==> config.mk <==
export PLATFORM = sky130hd
export DESIGN_NAME = gpio_port_regs
export DESIGN_NICKNAME = d
export VERILOG_FILES = /design/src/rtl/gpio_pkg.sv /design/src/rtl/gpio_in_sync.sv /design/src/rtl/gpio_reg_core.sv /design/src/rtl/gpio_port_regs.sv
export SDC_FILE = /design/constraint.sdc
export NUM_CORES = 1
export LEC_CHECK = 0
export ABC_CLOCK_PERIOD_IN_PS = 1100
export BUFFER_PORTS_ARGS = -buffer_cell sky130_fd_sc_hd__buf_2
export CAP_MARGIN = 20
export CORE_AREA = 4 4 143 145
export CTS_BUF_LIST = sky130_fd_sc_hd__clkbuf_8
export CTS_CLUSTER_SIZE = 14
export DETAILED_ROUTE_END_ITERATION = 10
export DIE_AREA = 0 0 147 149
export GPL_TIMING_DRIVEN = 0
export PLACE_DENSITY = 0.69
export RECOVER_POWER = 100
export SKIP_LAST_GASP = 1
export SYNTH_ARGS = -nofsm -noshare
export SYNTH_HDL_FRONTEND = slang
export SYNTH_HIERARCHICAL = 1
export SYNTH_SLANG_ARGS = --single-unit
==> constraint.sdc <==
create_clock -name clk -period 1.1 [get_ports clk]
set_input_delay 0.055 -clock clk [delete_from_list [all_inputs] [get_ports clk]]
set_output_delay 0.055 -clock clk [all_outputs]
set_load 0.05 [all_outputs]
==> src/rtl/gpio_pkg.sv <==
package gpio_pkg;

  typedef enum logic [2:0] {
    SEL_DIR  = 3'd0,
    SEL_MASK = 3'd1,
    SEL_VAL  = 3'd2,
    SEL_SET  = 3'd3,
    SEL_CLR  = 3'd4,
    SEL_NONE = 3'd7
  } reg_sel_e;

  // Word index (byte address >> 2) to register select.
  function automatic reg_sel_e decode_word(input logic [7:0] word_idx);
    reg_sel_e s;
    case (word_idx)
      8'd0:    s = SEL_DIR;
      8'd1:    s = SEL_MASK;
      8'd2:    s = SEL_VAL;
      8'd3:    s = SEL_SET;
      8'd4:    s = SEL_CLR;
      default: s = SEL_NONE;
    endcase
    return s;
  endfunction

endpackage

==> src/rtl/gpio_in_sync.sv <==
module gpio_in_sync #(
  parameter int WIDTH  = 32,
  parameter int STAGES = 2
) (
  input  logic             clk,
  input  logic             rst_n,
  input  logic [WIDTH-1:0] d_async,
  output logic [WIDTH-1:0] q_sync
);

  logic [WIDTH-1:0] stage_q [STAGES];

  for (genvar s = 0; s < STAGES; s++) begin : g_stage
    if (s == 0) begin : g_first
      always_ff @(posedge clk or negedge rst_n) begin
        if (!rst_n) stage_q[s] <= '0;
        else        stage_q[s] <= d_async;
      end
    end else begin : g_next
      always_ff @(posedge clk or negedge rst_n) begin
        if (!rst_n) stage_q[s] <= '0;
        else        stage_q[s] <= stage_q[s-1];
      end
    end
  end

  assign q_sync = stage_q[STAGES-1];

endmodule

==> src/rtl/gpio_reg_core.sv <==
module gpio_reg_core
  import gpio_pkg::*;
#(
  parameter int WIDTH = 32
) (
  input  logic             clk,
  input  logic             rst_n,
  input  logic             wr_en,
  input  reg_sel_e         wr_sel,
  input  logic [WIDTH-1:0] wr_data,
  input  logic [WIDTH-1:0] lane_bits,
  output logic [WIDTH-1:0] dir_q,
  output logic [WIDTH-1:0] mask_q,
  output logic [WIDTH-1:0] out_q
);

  logic [WIDTH-1:0] dir_d, mask_d, out_d;
  logic [WIDTH-1:0] open_bits;

  assign open_bits = lane_bits & ~mask_q;

  always_comb begin
    dir_d  = dir_q;
    mask_d = mask_q;
    out_d  = out_q;
    if (wr_en) begin
      case (wr_sel)
        SEL_DIR:  dir_d  = (dir_q  & ~lane_bits) | (wr_data & lane_bits);
        SEL_MASK: mask_d = (mask_q & ~lane_bits) | (wr_data & lane_bits);
        SEL_VAL:  out_d  = (out_q  & ~open_bits) | (wr_data & open_bits);
        SEL_SET:  out_d  = out_q | (wr_data & open_bits);
        SEL_CLR:  out_d  = out_q & ~(wr_data & open_bits);
        default:  ;
      endcase
    end
  end

  always_ff @(posedge clk or negedge rst_n) begin
    if (!rst_n) begin
      dir_q  <= '0;
      mask_q <= '0;
      out_q  <= '0;
    end else begin
      dir_q  <= dir_d;
      mask_q <= mask_d;
      out_q  <= out_d;
    end
  end

  // a set write never lowers a latch bit
  a_r4_set_only_raises: assert property (@(posedge clk) disable iff (!rst_n)
    (wr_en && wr_sel == SEL_SET) |=> (($past(out_q) & ~out_q) == '0));

  // a clear write never raises a latch bit
  a_r5_clear_only_lowers: assert property (@(posedge clk) disable iff (!rst_n)
    (wr_en && wr_sel == SEL_CLR) |=> ((~$past(out_q) & out_q) == '0));

  // masked latch bits hold across value/set/clear writes
  a_r6_masked_hold: assert property (@(posedge clk) disable iff (!rst_n)
    (wr_en && (wr_sel == SEL_VAL || wr_sel == SEL_SET || wr_sel == SEL_CLR))
    |=> (((out_q ^ $past(out_q)) & $past(mask_q)) == '0));

  // disabled lanes of the direction register hold
  a_r3_dir_lanes: assert property (@(posedge clk) disable iff (!rst_n)
    (wr_en && wr_sel == SEL_DIR) |=> (((dir_q ^ $past(dir_q)) & ~$past(lane_bits)) == '0));

  // unmapped writes change nothing
  a_r10_unmapped_write: assert property (@(posedge clk) disable iff (!rst_n)
    (wr_en && wr_sel == SEL_NONE) |=> ($stable(dir_q) && $stable(mask_q) && $stable(out_q)));

endmodule

==> src/rtl/gpio_port_regs.sv <==
module gpio_port_regs
  import gpio_pkg::*;
#(
  parameter int WIDTH       = 32,
  parameter int ADDR_W      = 5,
  parameter int SYNC_STAGES = 2
) (
  input  logic              clk,
  input  logic              rst_n,
  input  logic              bus_valid,
  input  logic              bus_write,
  input  logic [ADDR_W-1:0] bus_addr,
  input  logic [WIDTH/8-1:0] bus_be,
  input  logic [WIDTH-1:0]  bus_wdata,
  output logic [WIDTH-1:0]  bus_rdata,
  output logic              bus_rvalid,
  input  logic [WIDTH-1:0]  pad_in,
  output logic [WIDTH-1:0]  pad_out,
  output logic [WIDTH-1:0]  pad_oe
);

  localparam int LANES = WIDTH / 8;

  logic [WIDTH-1:0] lane_bits;
  logic [WIDTH-1:0] dir_q, mask_q, out_q, pin_sync;
  logic [WIDTH-1:0] rd_mux;
  logic [7:0]       word_idx;
  reg_sel_e         sel;
  logic             rd_req, wr_req;

  for (genvar k = 0; k < LANES; k++) begin : g_lane
    assign lane_bits[8*k +: 8] = {8{bus_be[k]}};
  end

  always_comb begin
    word_idx = '0;
    word_idx[ADDR_W-3:0] = bus_addr[ADDR_W-1:2];
  end

  assign sel    = decode_word(word_idx);
  assign wr_req = bus_valid && bus_write;
  assign rd_req = bus_valid && !bus_write;

  gpio_reg_core #(.WIDTH(WIDTH)) u_core (
    .clk       (clk),
    .rst_n     (rst_n),
    .wr_en     (wr_req),
    .wr_sel    (sel),
    .wr_data   (bus_wdata),
    .lane_bits (lane_bits),
    .dir_q     (dir_q),
    .mask_q    (mask_q),
    .out_q     (out_q)
  );

  gpio_in_sync #(.WIDTH(WIDTH), .STAGES(SYNC_STAGES)) u_sync (
    .clk     (clk),
    .rst_n   (rst_n),
    .d_async (pad_in),
    .q_sync  (pin_sync)
  );

  always_comb begin
    case (sel)
      SEL_DIR:  rd_mux = dir_q;
      SEL_MASK: rd_mux = mask_q;
      SEL_VAL:  rd_mux = pin_sync & ~mask_q;
      SEL_SET:  rd_mux = out_q & ~mask_q;
      default:  rd_mux = '0;
    endcase
  end

  always_ff @(posedge clk or negedge rst_n) begin
    if (!rst_n) begin
      bus_rdata  <= '0;
      bus_rvalid <= 1'b0;
    end else begin
      bus_rvalid <= rd_req;
      if (rd_req) bus_rdata <= rd_mux;
    end
  end

  assign pad_out = out_q;
  assign pad_oe  = dir_q;

  // exactly one response cycle per read request
  a_r9_read_response: assert property (@(posedge clk) disable iff (!rst_n)
    rd_req |=> bus_rvalid);
  a_r9_no_spurious_rvalid: assert property (@(posedge clk) disable iff (!rst_n)
    !rd_req |=> !bus_rvalid);

  // clear register reads zero
  a_r8_clear_reads_zero: assert property (@(posedge clk) disable iff (!rst_n)
    (rd_req && sel == SEL_CLR) |=> (bus_rdata == '0));

  // masked bits read zero from value and set
  a_r6_masked_read_zero: assert property (@(posedge clk) disable iff (!rst_n)
    (rd_req && (sel == SEL_VAL || sel == SEL_SET)) |=> ((bus_rdata & $past(mask_q)) == '0));

  // unmapped reads return zero
  a_r10_unmapped_read: assert property (@(posedge clk) disable iff (!rst_n)
    (rd_req && sel == SEL_NONE) |=> (bus_rdata == '0));

endmodule

==> run_results.csv, run 1 <==
group,metric,value,unit
outcome,status,"finished with violations",
outcome,violations,"negative hold slack, negative setup slack",
synth,synth_top_area_share,0.5086,
synth,syn_area_per_cell,10.94,µm²
clocking,clkLatencyLatePin,0.48,ns
grt,antenna_found_initial,1,
sta,min_period_over_period,1.126,
place,routabilityCongestion,0.7828,
synth,syn_area,0.009497,mm²
setup_path,required,1.46,ns
synth,synth_cell_types,31,
grt,grt_first_pass_wirelength,45850,µm
layout,n_fill_cell,1257,
clocking,numCtsBuffers,17,
place,dp_worst_setup_slack,-1.117,ns
clocking,cts.sinks,193,
power_and_ir_drop,p_per_area,1413,mW/mm²
die,rows,51,
drt,vias,8301,
synth,ys_warn_count,6,
synth,yosysTopAreaCell,"dfrtp_1",
layout,mostFrequentLayoutCells,"dfrtp_1 (150), buf_6 (143), buf_4 (90), buf_2 (76)",
clocking,cts_tree,"yes",
grt,grt_pass1_vias,8326,
layout,drive_gt1_frac,0.4746,
sta,max_freq,0.8070,GHz
grt,overflow,0,
die,die_w,147,µm
drt,wl_per_cell,19.78,µm
die,start_util,0.4944,
setup_path,cp_max_fo,5,
grt,track_usage,0.2672,
clocking,ctsHoldBuffers,65,
drt,drt_iter0_markers,608,
sta,fin_skew,0.01372,ns
sta,worst_slew_pin_slew,1.131,ns
sta,setup_violations,155,
drt,first_pass_iters,5,
layout,syn_to_final_growth,50.22,%
die,die_area,0.02190,mm²
layout,nNetsFinal,1305,
synth,ys_ff_latch,193,
power_and_ir_drop,vdd_drop_max,1.093,mV
drt,drc,0,
sta,postLayoutSetupSlackWorst,-0.1391,ns
synth,netlist_instances,868,
die,num_io_pins,174,
layout,layout.cells.most_common,"dfrtp_1",
sta,period_needed,1.239,ns
run,cap_violations,0,
sta,rsz0062_at_grt,"yes",
clocking,cts_root_buf,"clkbuf_8",
setup_path,critical_path_class,"input port to flop",
power_and_ir_drop,p_leak,6.836,nW
clocking,cts_max_path_buffers,2,
setup_path,worstPathArrival,1.60,ns
grt,grt_max_degree,113,
place,io_buffers,169,
sta,drv_slew,0,
synth,synth_area_leaders,"dfrtp_1 (51%), mux2_4 (7.7%), nand2_1 (5.1%)",
clocking,h-tree-depth,4,
die,core_area,0.01921,mm²
sta,fin_hold_ws,-0.4783,ns
synth,ys_seq_area_frac,0.5086,
die,die_y,149,µm
setup_path,end_kind,"flop",
synth,synth_nets,945,
drt,vias_per_cell,5.512,
sta,slew_headroom,0.2457,
place,place_hpwl,17020,µm
drt,drtAntennaViolNets,0,
setup_path,crit_path_start_kind,"input port",
clocking,clkTransAtPathRegs,0.09,ns
sta,final_hold_viol_count,81,
layout,n_antenna_cell,0,
drt,totalWireLength,29790,µm
min_path,hold_path_class,"input port to async pin",
power_and_ir_drop,power,20.16,mW
[power by group]
part	internal [mW]	total (mW)	switching (mW)	leakage [nW]
sequential	7.87	8.64	0.774	2.28
combinational	3.03	6.30	3.27	4.33
clock	2.58	5.22	2.64	0.231
[Yosys cell counts]
library cell	n
dfrtp_1	193
nand2_1	130
nand2b_1	65
nand3_1	64
mux2_4	49
buf_4	33
inv_1	33
nand3b_1	33
a2bb2oi_1	32
a32o_1	32
nor2b_1	32
o211ai_1	32
o21ai_0	32
o221ai_1	30
clkbuf_1	20
buf_2	15
buf_6	15
mux2_1	11
mux2_2	4
o221ai_2	2
a21o_1	1
and2_1	1
and3b_2	1
buf_8	1
clkbuf_8	1
inv_2	1
nand4bb_1	1
nor2_2	1
nor3b_1	1
nor4b_4	1
nor4bb_1	1
[layout make-up]
class                           count  area (µm²)  area share
Multi-Input combinational cell    556        4568      0.3202
Buffer                             84       698.2     0.04894
Timing Repair Buffer              342        3219      0.2257
Inverter                           34       130.1    0.009121
Sequential cell                   193        4883      0.3423
Clock buffer                       19       261.5     0.01833
Clock inverter                     13       173.9     0.01219
Tap cell                          265       331.6     0.02324
[routing by layer]
layer,track usage,vias up,share of wire
met2,0.4393,314,0.50
met4,0.09273,2,0.024
met1,0.3566,4158,0.41
met5,0,-,0.00040
li1,-,3770,-
met3,0.05348,57,0.062
[logic make-up after synthesis]
group                  share of synthesized area
buffers and inverters                    0.07615
and+or+nand+nor                           0.1830
DFF                                       0.5086
AOI/OAI and AO/OA                         0.1370
muxes                                    0.09526
[worst max-delay path, stage by stage]
cell and delay (ns):
buf_12 0.11, buf_8 0.11, a21o_4 0.23, nor4b_4 0.26, buf_6 0.19, buf_12 0.12, buf_12 0.13, nand2_4 0.06
mux2_4 0.33
[final timing paths]
kind	start	end	slack, ns	cells after the start
worst max-delay path	bus_addr[2]	flop	-0.14	9
worst min-delay path	rst_n	async pin	-0.48	1
worst max register to register	u_core/out_q[18]$_DFFE_PN0P_	bus_rdata[18]$_DFFE_PN0P_	-0.04	4
worst min register to register	u_sync/stage_q[53]$_DFF_PN0_	u_sync/q_sync[21]$_DFF_PN0_	0.36	0
max in group asynchronous	rst_n	u_core/out_q[9]$_DFFE_PN0P_	0.24	2
min in group clk	bus_addr[4]	bus_rdata[13]$_DFFE_PN0P_	0.05	3
[metrics by stage]
step                        util  cell area (µm²)  TNS [ns]  cells
after floorplan                -             9773    -37.53    868
after global placement    0.5701            10950   -740.03   1302
after detailed placement  0.5721            10990    -92.94   1303
after CTS                 0.7168            13770    -6.869   1489
after global routing      0.7428            14270    -16.59   1506
final                     0.7428            14270    -9.968   1506
[timing repair]
action                                 4_1_cts  5_1_grt
cloned                                       4        2
pin swaps                                    2       43
endpoints found under the hold margin      212       81
setup endpoints to repair                  192      221
resized for setup                          260      113
buffers inserted                            85       19
No activity file was read; power rests on OpenSTA's default activity.
==> inputs of run 2 (changes only) <==
--- a/config.mk
+++ b/config.mk
@@ -5,14 +5,15 @@
 export SDC_FILE = /design/constraint.sdc
 export NUM_CORES = 1
 export LEC_CHECK = 0
+export ABC_AREA = 1
 export ABC_CLOCK_PERIOD_IN_PS = 1100
 export BUFFER_PORTS_ARGS = -buffer_cell sky130_fd_sc_hd__buf_2
 export CAP_MARGIN = 20
-export CORE_AREA = 4 4 143 145
+export CORE_AREA = 4 4 142 144
 export CTS_BUF_LIST = sky130_fd_sc_hd__clkbuf_8
 export CTS_CLUSTER_SIZE = 14
 export DETAILED_ROUTE_END_ITERATION = 10
-export DIE_AREA = 0 0 147 149
+export DIE_AREA = 0 0 146 148
 export GPL_TIMING_DRIVEN = 0
 export PLACE_DENSITY = 0.69
 export RECOVER_POWER = 100
==> run 2 against run 1 <==
The flow still finishes with violations (negative hold slack, negative setup slack). Sequential share of layout area up 1.4 points. Global-route usage up 1.5 points. Utilization decreased by 1.8 points. Synthesized area shrank 1.3%. Clock power down 3%. Largest power group unchanged.
==> run_results.csv, run 2 <==
group,metric,value,unit
power_and_ir_drop,p_leak,7.295,nW
synth,synth_top_area_share,0.5155,
synth,synth_nets,1325,
synth,synthArstFlopShare,1.000,
clocking,cts_max_path_buffers,2,
sta,period_needed,1.166,ns
drt,drt_iter0_markers,870,
clocking,h-tree-depth,4,
drt,met3_length,2489,µm
place,routabilityCongestion,0.8329,
setup_path,path_buf_inv,4,
drt,totalWireLength,31140,µm
layout,n_antenna_cell,0,
synth,ys_warn_count,6,
synth,synth_cell_types,20,
synth,syn_area_per_cell,7.507,µm²
clocking,cts_root_buf,"clkbuf_8",
sta,worst_slew_pin_slew,0.7066,ns
synth,synth-edff-count,0,
setup_path,path_cells,"buf_2 > nor2_4 > clkbuf_4 > nor2_4 > nor2_4 > nand2_4 > a21oi_4 > buf_12 > buf_12 > nand3_4 > nand2_2 > nand2_1",
clocking,clkTransAtPathRegs,0.11,ns
drt,vias_per_cell,5.108,
sta,drv_slew,0,
die,die_y,148,µm
setup_path,crit_path_start_kind,"input port",
layout,nNetsFinal,1680,
sta,slew_headroom,0.5290,
synth,ys.flop_type,"dfrtp_1",
grt,antenna_found_initial,0,
grt,grt_first_pass_wirelength,48330,µm
sta,fin_skew,0.01782,ns
setup_path,max_stage_delay,0.22,ns
sta,setup_violations,95,
drt,wl_per_cell,16.84,µm
drt,top_layer_used,"met4",
drt,vias,9444,
outcome,violations,"negative hold slack, negative setup slack",
setup_path,end_kind,"flop",
synth,ys_ff_latch,193,
power_and_ir_drop,vdd_drop_max,1.115,mV
synth,ys_seq_area_frac,0.5155,
setup_path,cp_max_fo,8,
setup_path,slowest_stage,"a21oi_4",
place,io_buffers,170,
drt,drc,0,
grt,grt_max_degree,104,
min_path,hold_path_class,"input port to async pin",
drt,first_pass_iters,5,
grt,overflow,0,
drt,drt-met1-wl,12760,µm
synth,netlist_instances,1248,
layout,mostFrequentLayoutCells,"nand2_1 (438), dfrtp_1 (191), inv_1 (187), buf_4 (116), nand3_1 (113)",
outcome,status,"finished with violations",
sta,min_period_over_period,1.060,
place,place_hpwl,18250,µm
sta,fin_hold_ws,-0.4345,ns
die,die_w,146,µm
power_and_ir_drop,p_per_area,1680,mW/mm²
sta,rsz0062_at_grt,"yes",
sta,max_freq,0.8576,GHz
drt,drtAntennaViolNets,0,
clocking,numCtsBuffers,17,
synth,synth_commonest_cells,"nand2_1 (451), dfrtp_1 (193), inv_1 (187)",
layout,syn_to_final_growth,44.63,%
layout,layout.cells.most_common,"nand2_1",
layout,post-route-util,0.7244,
synth,synth_most_common_cell,"nand2_1",
run,cap_violations,0,
setup_path,path_delay_family,"buffers and inverters",
die,core_area,0.01871,mm²
layout,n_fill_cell,1456,
drt,met2_length,14940,µm
synth,synth_area_leaders,"dfrtp_1 (52%), nand2_1 (18%), inv_1 (7.5%)",
synth,yosysTopAreaCell,"dfrtp_1",
die,start_util,0.5009,
setup_path,required,1.48,ns
setup_path,crit_top_cell,"nor2_4",
clocking,clkLatencyLatePin,0.48,ns
grt,track_usage,0.2827,
die,rows,50,
sta,final_hold_viol_count,90,
die,num_io_pins,174,
clocking,cts_tree,"yes",
layout,drive_gt1_frac,0.2737,
die,die_area,0.02161,mm²
grt,grt_pass1_vias,9331,
setup_path,worstPathArrival,1.55,ns
synth,syn_area,0.009369,mm²
sta,postLayoutSetupSlackWorst,-0.06605,ns
clocking,cts.sinks,193,
setup_path,critical_path_class,"input port to flop",
clocking,ctsHoldBuffers,65,
sta,fin_tns_setup,-1.984,ns
-- run 2: path summary, 6_finish.rpt --
path	end	slack, ns	start	depth (start not counted)
setup reg to reg	bus_rdata[2]$_DFFE_PN0P_	0.02	u_core/out_q[2]$_DFFE_PN0P_	7
max in group asynchronous	u_core/out_q[1]$_DFFE_PN0P_	0.60	rst_n	2
hold reg to reg	u_sync/q_sync[1]$_DFF_PN0_	0.36	u_sync/stage_q[33]$_DFF_PN0_	0
hold / removal	u_core/out_q[13]$_DFFE_PN0P_	-0.43	rst_n	1
min in group clk	bus_rdata[13]$_DFFE_PN0P_	0.03	bus_addr[2]	7
setup / recovery	u_core/out_q[6]$_DFFE_PN0P_	-0.07	bus_addr[4]	12
-- run 2: report_power, final --
part	switching, mW	internal [mW]	leakage, nW
logic	5.20	3.41	4.69
clock network	2.77	2.28	0.203
registers	0.919	8.19	2.40
-- run 2: cell families (layout without fill, tap and decap cells) --
family / count (synthesis) / count (layout) / share of synthesized area
AOI/OAI and AO/OA: 82 / 82 / 0.04848
buffers and inverters: 269 / 635 / 0.1273
DFF: 193 / 193 / 0.5155
and+or+nand+nor: 704 / 705 / 0.3088
-- run 2: per-layer routing --
layer  track usage  vias up
met5             0        -
met4        0.1002        0
met3       0.06836       69
met2        0.4659      407
met1        0.3675     4456
li1              -     4512
-- run 2: what timing repair did --
action | 4_1_cts | 5_1_grt
setup endpoints to repair | 177 | 160
cloned | 1 | 4
pin swaps | 5 | 38
buffers inserted | 78 | 18
resized for setup | 212 | 74
hold endpoints to repair | 216 | 90
-- run 2: layout make-up --
cell class	count	area (µm²)	area share
Timing Repair Buffer	335	3012	0.2223
Clock inverter	14	180.2	0.01330
Inverter	189	709.4	0.05235
Tap cell	234	292.8	0.02161
Sequential cell	193	4832	0.3566
Buffer	80	610.6	0.04506
Clock buffer	17	234.0	0.01727
Multi-Input combinational cell	787	3680	0.2716
-- run 2: per-stage QoR --
stage               total power, mW  cell area [µm²]  cells  hold WS [ns]  setup WS [ns]
floorplan                     13.43             9654   1248       -0.2406        -0.3783
global placement              15.21            10800   1652        0.1622         -3.267
detailed placement            15.34            10840   1653        0.1163        -0.9925
CTS                           22.42            13170   1828       -0.4181       -0.05822
global route                  23.91            13550   1849       -0.4020       -0.08913
finish                        22.76            13550   1849       -0.4345       -0.06605
